[src/rtl/txseq_pkg.sv]
package txseq_pkg;

    typedef enum logic [3:0] {
        ST_IDLE,
        ST_PRE_RX,
        ST_PRE_TX,
        ST_BO_LOAD,
        ST_BO_WAIT,
        ST_TX_GO,
        ST_TX_WAIT,
        ST_RESP_WAIT
    } txseq_state_e;

    typedef enum logic [1:0] {
        RES_SENT = 2'b00,
        RES_RESP = 2'b01,
        RES_TMO  = 2'b10
    } txseq_res_e;

    typedef struct packed {
        logic wait_rx1;
        logic wait_tx1;
        logic wait_tx2;
    } txseq_mode_t;

endpackage

[src/rtl/txseq_edge.sv]
module txseq_edge (
    input  logic clk,
    input  logic rst_n,
    input  logic lvl,
    output logic rise
);
    logic lvl_q;

    always_ff @(posedge clk or negedge rst_n) begin
        if (!rst_n) lvl_q <= 1'b0;
        else        lvl_q <= lvl;
    end

    assign rise = lvl & ~lvl_q;
endmodule

[src/rtl/txseq_cfg.sv]
module txseq_cfg
    import txseq_pkg::*;
#(
    parameter int BUF_W  = 5,
    parameter int ANT_W  = 4,
    parameter int SLOT_W = 10
) (
    input  logic              clk,
    input  logic              rst_n,
    input  logic              capture,
    input  logic [BUF_W-1:0]  buf_in,
    input  logic [ANT_W-1:0]  ant_in,
    input  logic [SLOT_W-1:0] slots_in,
    input  txseq_mode_t       mode_in,
    output logic [BUF_W-1:0]  buf_q,
    output logic [ANT_W-1:0]  ant_q,
    output logic [SLOT_W-1:0] slots_q,
    output txseq_mode_t       mode_q
);
    always_ff @(posedge clk or negedge rst_n) begin
        if (!rst_n) begin
            buf_q   <= '0;
            ant_q   <= '0;
            slots_q <= '0;
            mode_q  <= '0;
        end else if (capture) begin
            buf_q   <= buf_in;
            ant_q   <= ant_in;
            slots_q <= slots_in;
            mode_q  <= mode_in;
        end
    end
endmodule

[src/rtl/txseq_fsm.sv]
module txseq_fsm
    import txseq_pkg::*;
(
    input  logic        clk,
    input  logic        rst_n,
    input  logic        go_edge,
    input  txseq_mode_t mode_now,
    input  txseq_mode_t mode_q,
    input  logic        rx1_done,
    input  logic        tx1_done,
    input  logic        tx2_done,
    input  logic        bo_done,
    input  logic        bo_active,
    input  logic        idle_difs,
    input  logic        phy_tx_done,
    input  logic        phy_rx_start,
    output logic        accept,
    output logic        bo_load,
    output logic        phy_start,
    output logic        busy,
    output logic        done,
    output logic [1:0]  result
);
    txseq_state_e state, nxt;
    logic         fin;
    txseq_res_e   fin_code;

    // state register
    always_ff @(posedge clk or negedge rst_n) begin
        if (!rst_n) state <= ST_IDLE;
        else        state <= nxt;
    end

    // next state and completion code
    always_comb begin
        nxt      = state;
        fin      = 1'b0;
        fin_code = RES_SENT;
        unique case (state)
            ST_IDLE: begin
                if (go_edge) begin
                    if (mode_now.wait_rx1)      nxt = ST_PRE_RX;
                    else if (mode_now.wait_tx1) nxt = ST_PRE_TX;
                    else if (bo_active)         nxt = ST_BO_WAIT;
                    else if (idle_difs)         nxt = ST_TX_GO;
                    else                        nxt = ST_BO_LOAD;
                end
            end
            ST_PRE_RX:  if (rx1_done) nxt = ST_TX_GO;
            ST_PRE_TX:  if (tx1_done) nxt = ST_TX_GO;
            ST_BO_LOAD: nxt = ST_BO_WAIT;
            ST_BO_WAIT: if (bo_done) nxt = ST_TX_GO;
            ST_TX_GO:   nxt = ST_TX_WAIT;
            ST_TX_WAIT: begin
                if (phy_tx_done) begin
                    if (mode_q.wait_tx2) begin
                        nxt = ST_RESP_WAIT;
                    end else begin
                        nxt      = ST_IDLE;
                        fin      = 1'b1;
                        fin_code = RES_SENT;
                    end
                end
            end
            ST_RESP_WAIT: begin
                if (phy_rx_start) begin
                    nxt      = ST_IDLE;
                    fin      = 1'b1;
                    fin_code = RES_RESP;
                end else if (tx2_done) begin
                    nxt      = ST_IDLE;
                    fin      = 1'b1;
                    fin_code = RES_TMO;
                end
            end
            default: nxt = ST_IDLE;
        endcase
    end

    // outputs
    always_comb begin
        accept    = go_edge && (state == ST_IDLE);
        bo_load   = (state == ST_BO_LOAD);
        phy_start = (state == ST_TX_GO);
        busy      = (state != ST_IDLE);
    end

    always_ff @(posedge clk or negedge rst_n) begin
        if (!rst_n) begin
            done   <= 1'b0;
            result <= RES_SENT;
        end else begin
            done <= fin;
            if (fin) result <= fin_code;
        end
    end
endmodule

[src/rtl/txseq_ctrl.sv]
module txseq_ctrl
    import txseq_pkg::*;
#(
    parameter int BUF_W  = 5,
    parameter int ANT_W  = 4,
    parameter int SLOT_W = 10
) (
    input  logic              clk,
    input  logic              rst_n,
    input  logic              sw_go,
    input  logic [BUF_W-1:0]  cfg_buf_idx,
    input  logic [ANT_W-1:0]  cfg_ant_mask,
    input  logic [SLOT_W-1:0] cfg_bo_slots,
    input  logic              cfg_wait_rx1,
    input  logic              cfg_wait_tx1,
    input  logic              cfg_wait_tx2,
    input  logic              rx1_done,
    input  logic              tx1_done,
    input  logic              tx2_done,
    input  logic              bo_done,
    input  logic              bo_active,
    input  logic              medium_idle_difs,
    input  logic              phy_tx_done,
    input  logic              phy_rx_start,
    output logic              bo_load,
    output logic [SLOT_W-1:0] bo_slots,
    output logic              phy_start,
    output logic [BUF_W-1:0]  phy_buf_idx,
    output logic [ANT_W-1:0]  phy_ant_mask,
    output logic              busy,
    output logic              done,
    output logic [1:0]        result
);
    logic        go_edge;
    logic        accept;
    txseq_mode_t mode_now;
    txseq_mode_t mode_q;

    assign mode_now = '{wait_rx1: cfg_wait_rx1,
                        wait_tx1: cfg_wait_tx1,
                        wait_tx2: cfg_wait_tx2};

    txseq_edge u_edge (
        .clk  (clk),
        .rst_n(rst_n),
        .lvl  (sw_go),
        .rise (go_edge)
    );

    txseq_cfg #(
        .BUF_W (BUF_W),
        .ANT_W (ANT_W),
        .SLOT_W(SLOT_W)
    ) u_cfg (
        .clk     (clk),
        .rst_n   (rst_n),
        .capture (accept),
        .buf_in  (cfg_buf_idx),
        .ant_in  (cfg_ant_mask),
        .slots_in(cfg_bo_slots),
        .mode_in (mode_now),
        .buf_q   (phy_buf_idx),
        .ant_q   (phy_ant_mask),
        .slots_q (bo_slots),
        .mode_q  (mode_q)
    );

    txseq_fsm u_fsm (
        .clk         (clk),
        .rst_n       (rst_n),
        .go_edge     (go_edge),
        .mode_now    (mode_now),
        .mode_q      (mode_q),
        .rx1_done    (rx1_done),
        .tx1_done    (tx1_done),
        .tx2_done    (tx2_done),
        .bo_done     (bo_done),
        .bo_active   (bo_active),
        .idle_difs   (medium_idle_difs),
        .phy_tx_done (phy_tx_done),
        .phy_rx_start(phy_rx_start),
        .accept      (accept),
        .bo_load     (bo_load),
        .phy_start   (phy_start),
        .busy        (busy),
        .done        (done),
        .result      (result)
    );
endmodule

[config.mk]
export PLATFORM = sky130hd
export DESIGN_NAME = txseq_ctrl
export DESIGN_NICKNAME = d
export VERILOG_FILES = /design/src/rtl/txseq_pkg.sv /design/src/rtl/txseq_edge.sv /design/src/rtl/txseq_cfg.sv /design/src/rtl/txseq_fsm.sv /design/src/rtl/txseq_ctrl.sv
export SDC_FILE = /design/constraint.sdc
export NUM_CORES = 1
export LEC_CHECK = 0
export BUFFER_PORTS_ARGS = -buffer_cell sky130_fd_sc_hd__buf_2
export CORE_MARGIN = 8
export CORE_UTILIZATION = 35
export CTS_CLUSTER_SIZE = 14
export DETAILED_ROUTE_END_ITERATION = 8
export SLEW_MARGIN = 40
export SYNTH_ARGS = -nofsm -noshare
export SYNTH_HDL_FRONTEND = slang
export SYNTH_HIERARCHICAL = 1
export SYNTH_SLANG_ARGS = --single-unit
[constraint.sdc]
create_clock -name clk -period 2.4 [get_ports clk]
set_input_delay 0.48 -clock clk [delete_from_list [all_inputs] [get_ports clk]]
set_output_delay 0.48 -clock clk [all_outputs]
set_load 0.03 [all_outputs]
# Word-level counts from Yosys, hierarchy flattened
# Cells that the tools add are included.
# word_totals
romBits,0
out_inout_bits,25
wordCells,48
memories,0
latchBits,0
reg_bits,28
ram_bits,0
input_bits,33
# op_classes
mux,21
n_bitwise,2
eq_ne,13
addsub,0
multipliers,0
n_div,0
shifts,0
reduce_logical,4
order_cmp,0
# ops
op,count
two-way mux 4 bit,10
one-hot mux 4 bit (8 select lines),1
"== test 4 x 3 -> 1 bit, second input constant",4
"== test 4 x 2 -> 1 bit, second input constant",2
"inequality test 2 bit, second input constant",4
two-way mux 2 bit,3
two-way mux 3 bit,2
AND reduction 6 bit,1
"== test 4 x 1 -> 1 bit, second input constant",1
logical NOT 4 bit,1
two-way mux 1 bit,4
nonzero test 4 bit,1
"inequality test 3 bit, second input constant",1
"inequality test 2 x 1 -> 1 bit, second input constant",1
one-hot mux 1 bit (2 select lines),1
AND 1 bit,1
logical AND 1 bit,1
NOT 1 bit,1

# Longest topological paths before layout
# logic_depth
ltp_word,6
depth_mapped,5
depth_no_buf,5

# Hierarchy
# The synthesis kept the hierarchy.
# modules_own_cells
module,seq_area_each_um2,cells_each,area_each_um2,n_inst
txseq_cfg,550.5,46,820.8,1
txseq_fsm,150.1,50,407.9,1
txseq_edge,25.0,2,38.8,1

# Worst setup path before layout
# OpenSTA, ideal clock, no wires.
# synth_path
path_kind,register to register
startpoint,register u_fsm.state[0]
endpoint,register u_cfg.ant_q[0]
setup_slack_ps,646
n_path_buf,1
required_ps,2275
synth_period_minus_slack_ps,1754
setup_time_ps,125
t_arrival_ps,1630
path_stages_with_launch,5
cell_sequence,dfrtp_1 > or3_4 > nor2_1 > buf_6 > mux2_2
# synth_via
elab_chain_len,2
# synth_rtl
item,line,text
from (decl),txseq_fsm.sv:24,"txseq_state_e state, nxt;"
from (signal assigned),txseq_fsm.sv:31,else state <= nxt;
logical NOT 4 bit,txseq_fsm.sv:82,accept = go_edge && (state == ST_IDLE);
logical AND 1 bit,txseq_fsm.sv:82,
via accept,txseq_ctrl.sv:35,logic accept;
to (signal assigned),txseq_cfg.sv:28,ant_q <= ant_in;
to (decl),txseq_cfg.sv:16,"output logic [ANT_W-1:0] ant_q,"
# The timed path passes the listed nets, and every way through them passes these cells.
# A chain may end at the register's enable or synchronous reset.

# Worst setup path in the final report
# layout_path
startpoint,register u_fsm.state[1]
endpoint,output port busy
# layout_via
elab_chain_len,1
# layout_rtl
item,line,text
nonzero test 4 bit,txseq_fsm.sv:85,busy = (state != ST_IDLE);
to (decl),txseq_ctrl.sv:30,"output logic busy,"
# No other way between the ends.

==> metrics.csv <==
metric,value,unit
min_period,2009,ps
layout.nets,185,
grt_max_degree,28,
cp_num_cells,2,
rows,21,
clockBufferDepth,2,
fillCellCount,338,
grt_use_total,9.807,%
status,finished clean,
cp_slowest_cell,dfrtp_1,
gp_routability_congestion,0.8380,
cts_tree,done,
min_path_type,input pin to asynchronous set/reset pin,
finalSetupTns,0,ps
multi_input_area,473.0,µm²
power_leakage,0.0007841,µW
drive_gt1_share,56.95,%
drc,0,
crit_path_start_kind,flip-flop,
grt_pass1_wl,4.291,mm
clk_pin_slew,150,ps
fin_util,46.52,%
vias,916,
drt_wl_total,2.662,mm
grt-ovfl-total,0,
grt_antenna_before_repair,0,
slowest_delay,560,ps
cts_max_level,1,
hold_buffers,0,
die_h,74.43,µm
netlist_instances,94,
grt_pass1_vias,939,
relSlewSlack,60.53,%
root_buffer,clkbuf_4,
hold-worst-slack,143.1,ps
cp_cell_sequence,or3_4 > buf_2,
portBuffers,57,
r2r_start,u_fsm/state[1]$_DFFE_PN0P_,
netlist_area,1195,µm²
required,1920,ps
postRouteAntennaNets,0,
cellPowerDensity,1301,nW/µm²
cts.repair.resized,0,
drtIter0Drc,39,
peakVddDrop,314.7,µV
fmax,0.4977,GHz
setup-violations-final,0,
clock-sinks,27,
drtPass1Iterations,4,
rsz0062_at_grt,no,
r2r_cells,4,
syn_to_final_growth,28.90,%
dp_hpwl,2.125,mm
dieArea,5540,µm²
die_x,74.43,µm
hold_violations,0,
core_area,3311,µm²
via_per_inst,4.650,
r2r_slack,550,ps
rr_endpoint,u_cfg/slots_q[7]$_DFFE_PN0P_,
cp_data_arrival_time,1530,ps
clock_latency,320,ps
path_class,flip-flop to output pin,
crit_fanout,14,
slew_viol_final,0,
fin_skew,8.041,ps
syn_avg_cell_area,12.71,µm²
cp_top_family,flip-flops,
numCtsBuffers,3,
wl_per_cell,13.51,µm
io_pins,58,
cp_num_buf_inv,1,
synth_nets,127,
cp-end-kind,output pin,
diodes,0,
finalWorstSetupSlack,390.7,ps
post_cts_buffers,0,
seq_area,675.6,µm²
maxCapViolCount,0,
final.period_utilization,83.72,%
worst_pin_slew,592.0,ps
ys_warn_count,6,
start_util,36.09,%
place_ws,563.8,ps
==> sequential cells by signal, summed over array words and instances, names as in the netlist <==
| register | flops |
|---|---|
| u_cfg/mode_q | 1 |
| u_cfg/slots_q | 10 |
| u_cfg/buf_q | 5 |
| u_fsm/state | 3 |
| u_fsm/result | 2 |
| u_edge/lvl_q | 1 |
| u_fsm/done | 1 |
| u_cfg/ant_q | 4 |
==> how the worst max path moves through the flow <==
stage / startpoint / end / slack, ps
floorplan: u_fsm/state[0]$_DFFE_PN0P_ / u_cfg/ant_q[0]$_DFFE_PN0P_ / 650
global placement: u_fsm/state[1]$_DFFE_PN0P_ / u_cfg/buf_q[0]$_DFFE_PN0P_ / 600
detailed placement: u_fsm/state[1]$_DFFE_PN0P_ / u_cfg/slots_q[7]$_DFFE_PN0P_ / 560
CTS: u_fsm/state[1]$_DFFE_PN0P_ / busy / 370
global route: u_fsm/state[1]$_DFFE_PN0P_ / busy / 290
finish: u_fsm/state[1]$_DFFE_PN0P_ / busy / 390
==> metrics by stage <==
stage                     power (µW)  instance area (µm²)  cells
after floorplan                 1541                 1195     94
after global placement          1814                 1510    193
after detailed placement        1840                 1510    193
after CTS                       2036                 1540    197
after global routing            2150                 1540    197
final                           2004                 1540    197
==> layout by cell type (no fill, tap or decap), types with 2 or more instances in the layout <==
| master | count |
|---|---|
| buf_2 | 57 |
| dfrtp_1 | 27 |
| mux2_2 | 20 |
| nor2_1 | 9 |
| nand2_1 | 5 |
| clkbuf_4 | 3 |
| a22o_1 | 3 |
| inv_1 | 3 |
| o21ai_0 | 3 |
| mux2i_1 | 2 |
| a31oi_1 | 2 |
==> layout make-up <==
| class | instances | share of cell area (%) |
|---|---|---|
| Timing Repair Buffer | 58 | 19.01 |
| Tap cell | 46 | 3.737 |
| Inverter | 3 | 0.7311 |
| Sequential cell | 27 | 43.87 |
| Clock buffer | 3 | 1.462 |
| Multi-Input combinational cell | 59 | 30.71 |
| Clock inverter | 1 | 0.4874 |
==> layer usage <==
layer / up-vias / GRT usage, % / routed length [µm]
li1: 448 / - / -
met1: 430 / 13.02 / 1178
met2: 36 / 14.04 / 1186
met3: 2 / 3.100 / 272
met4: 0 / 4.565 / 23
met5: - / 0 / 0
==> report_power, final <==
part	switching [µW]	internal, µW
Clock	130	63.5
Sequential	163	658
Combinational	611	379
No activity file was read; power rests on OpenSTA's default activity.
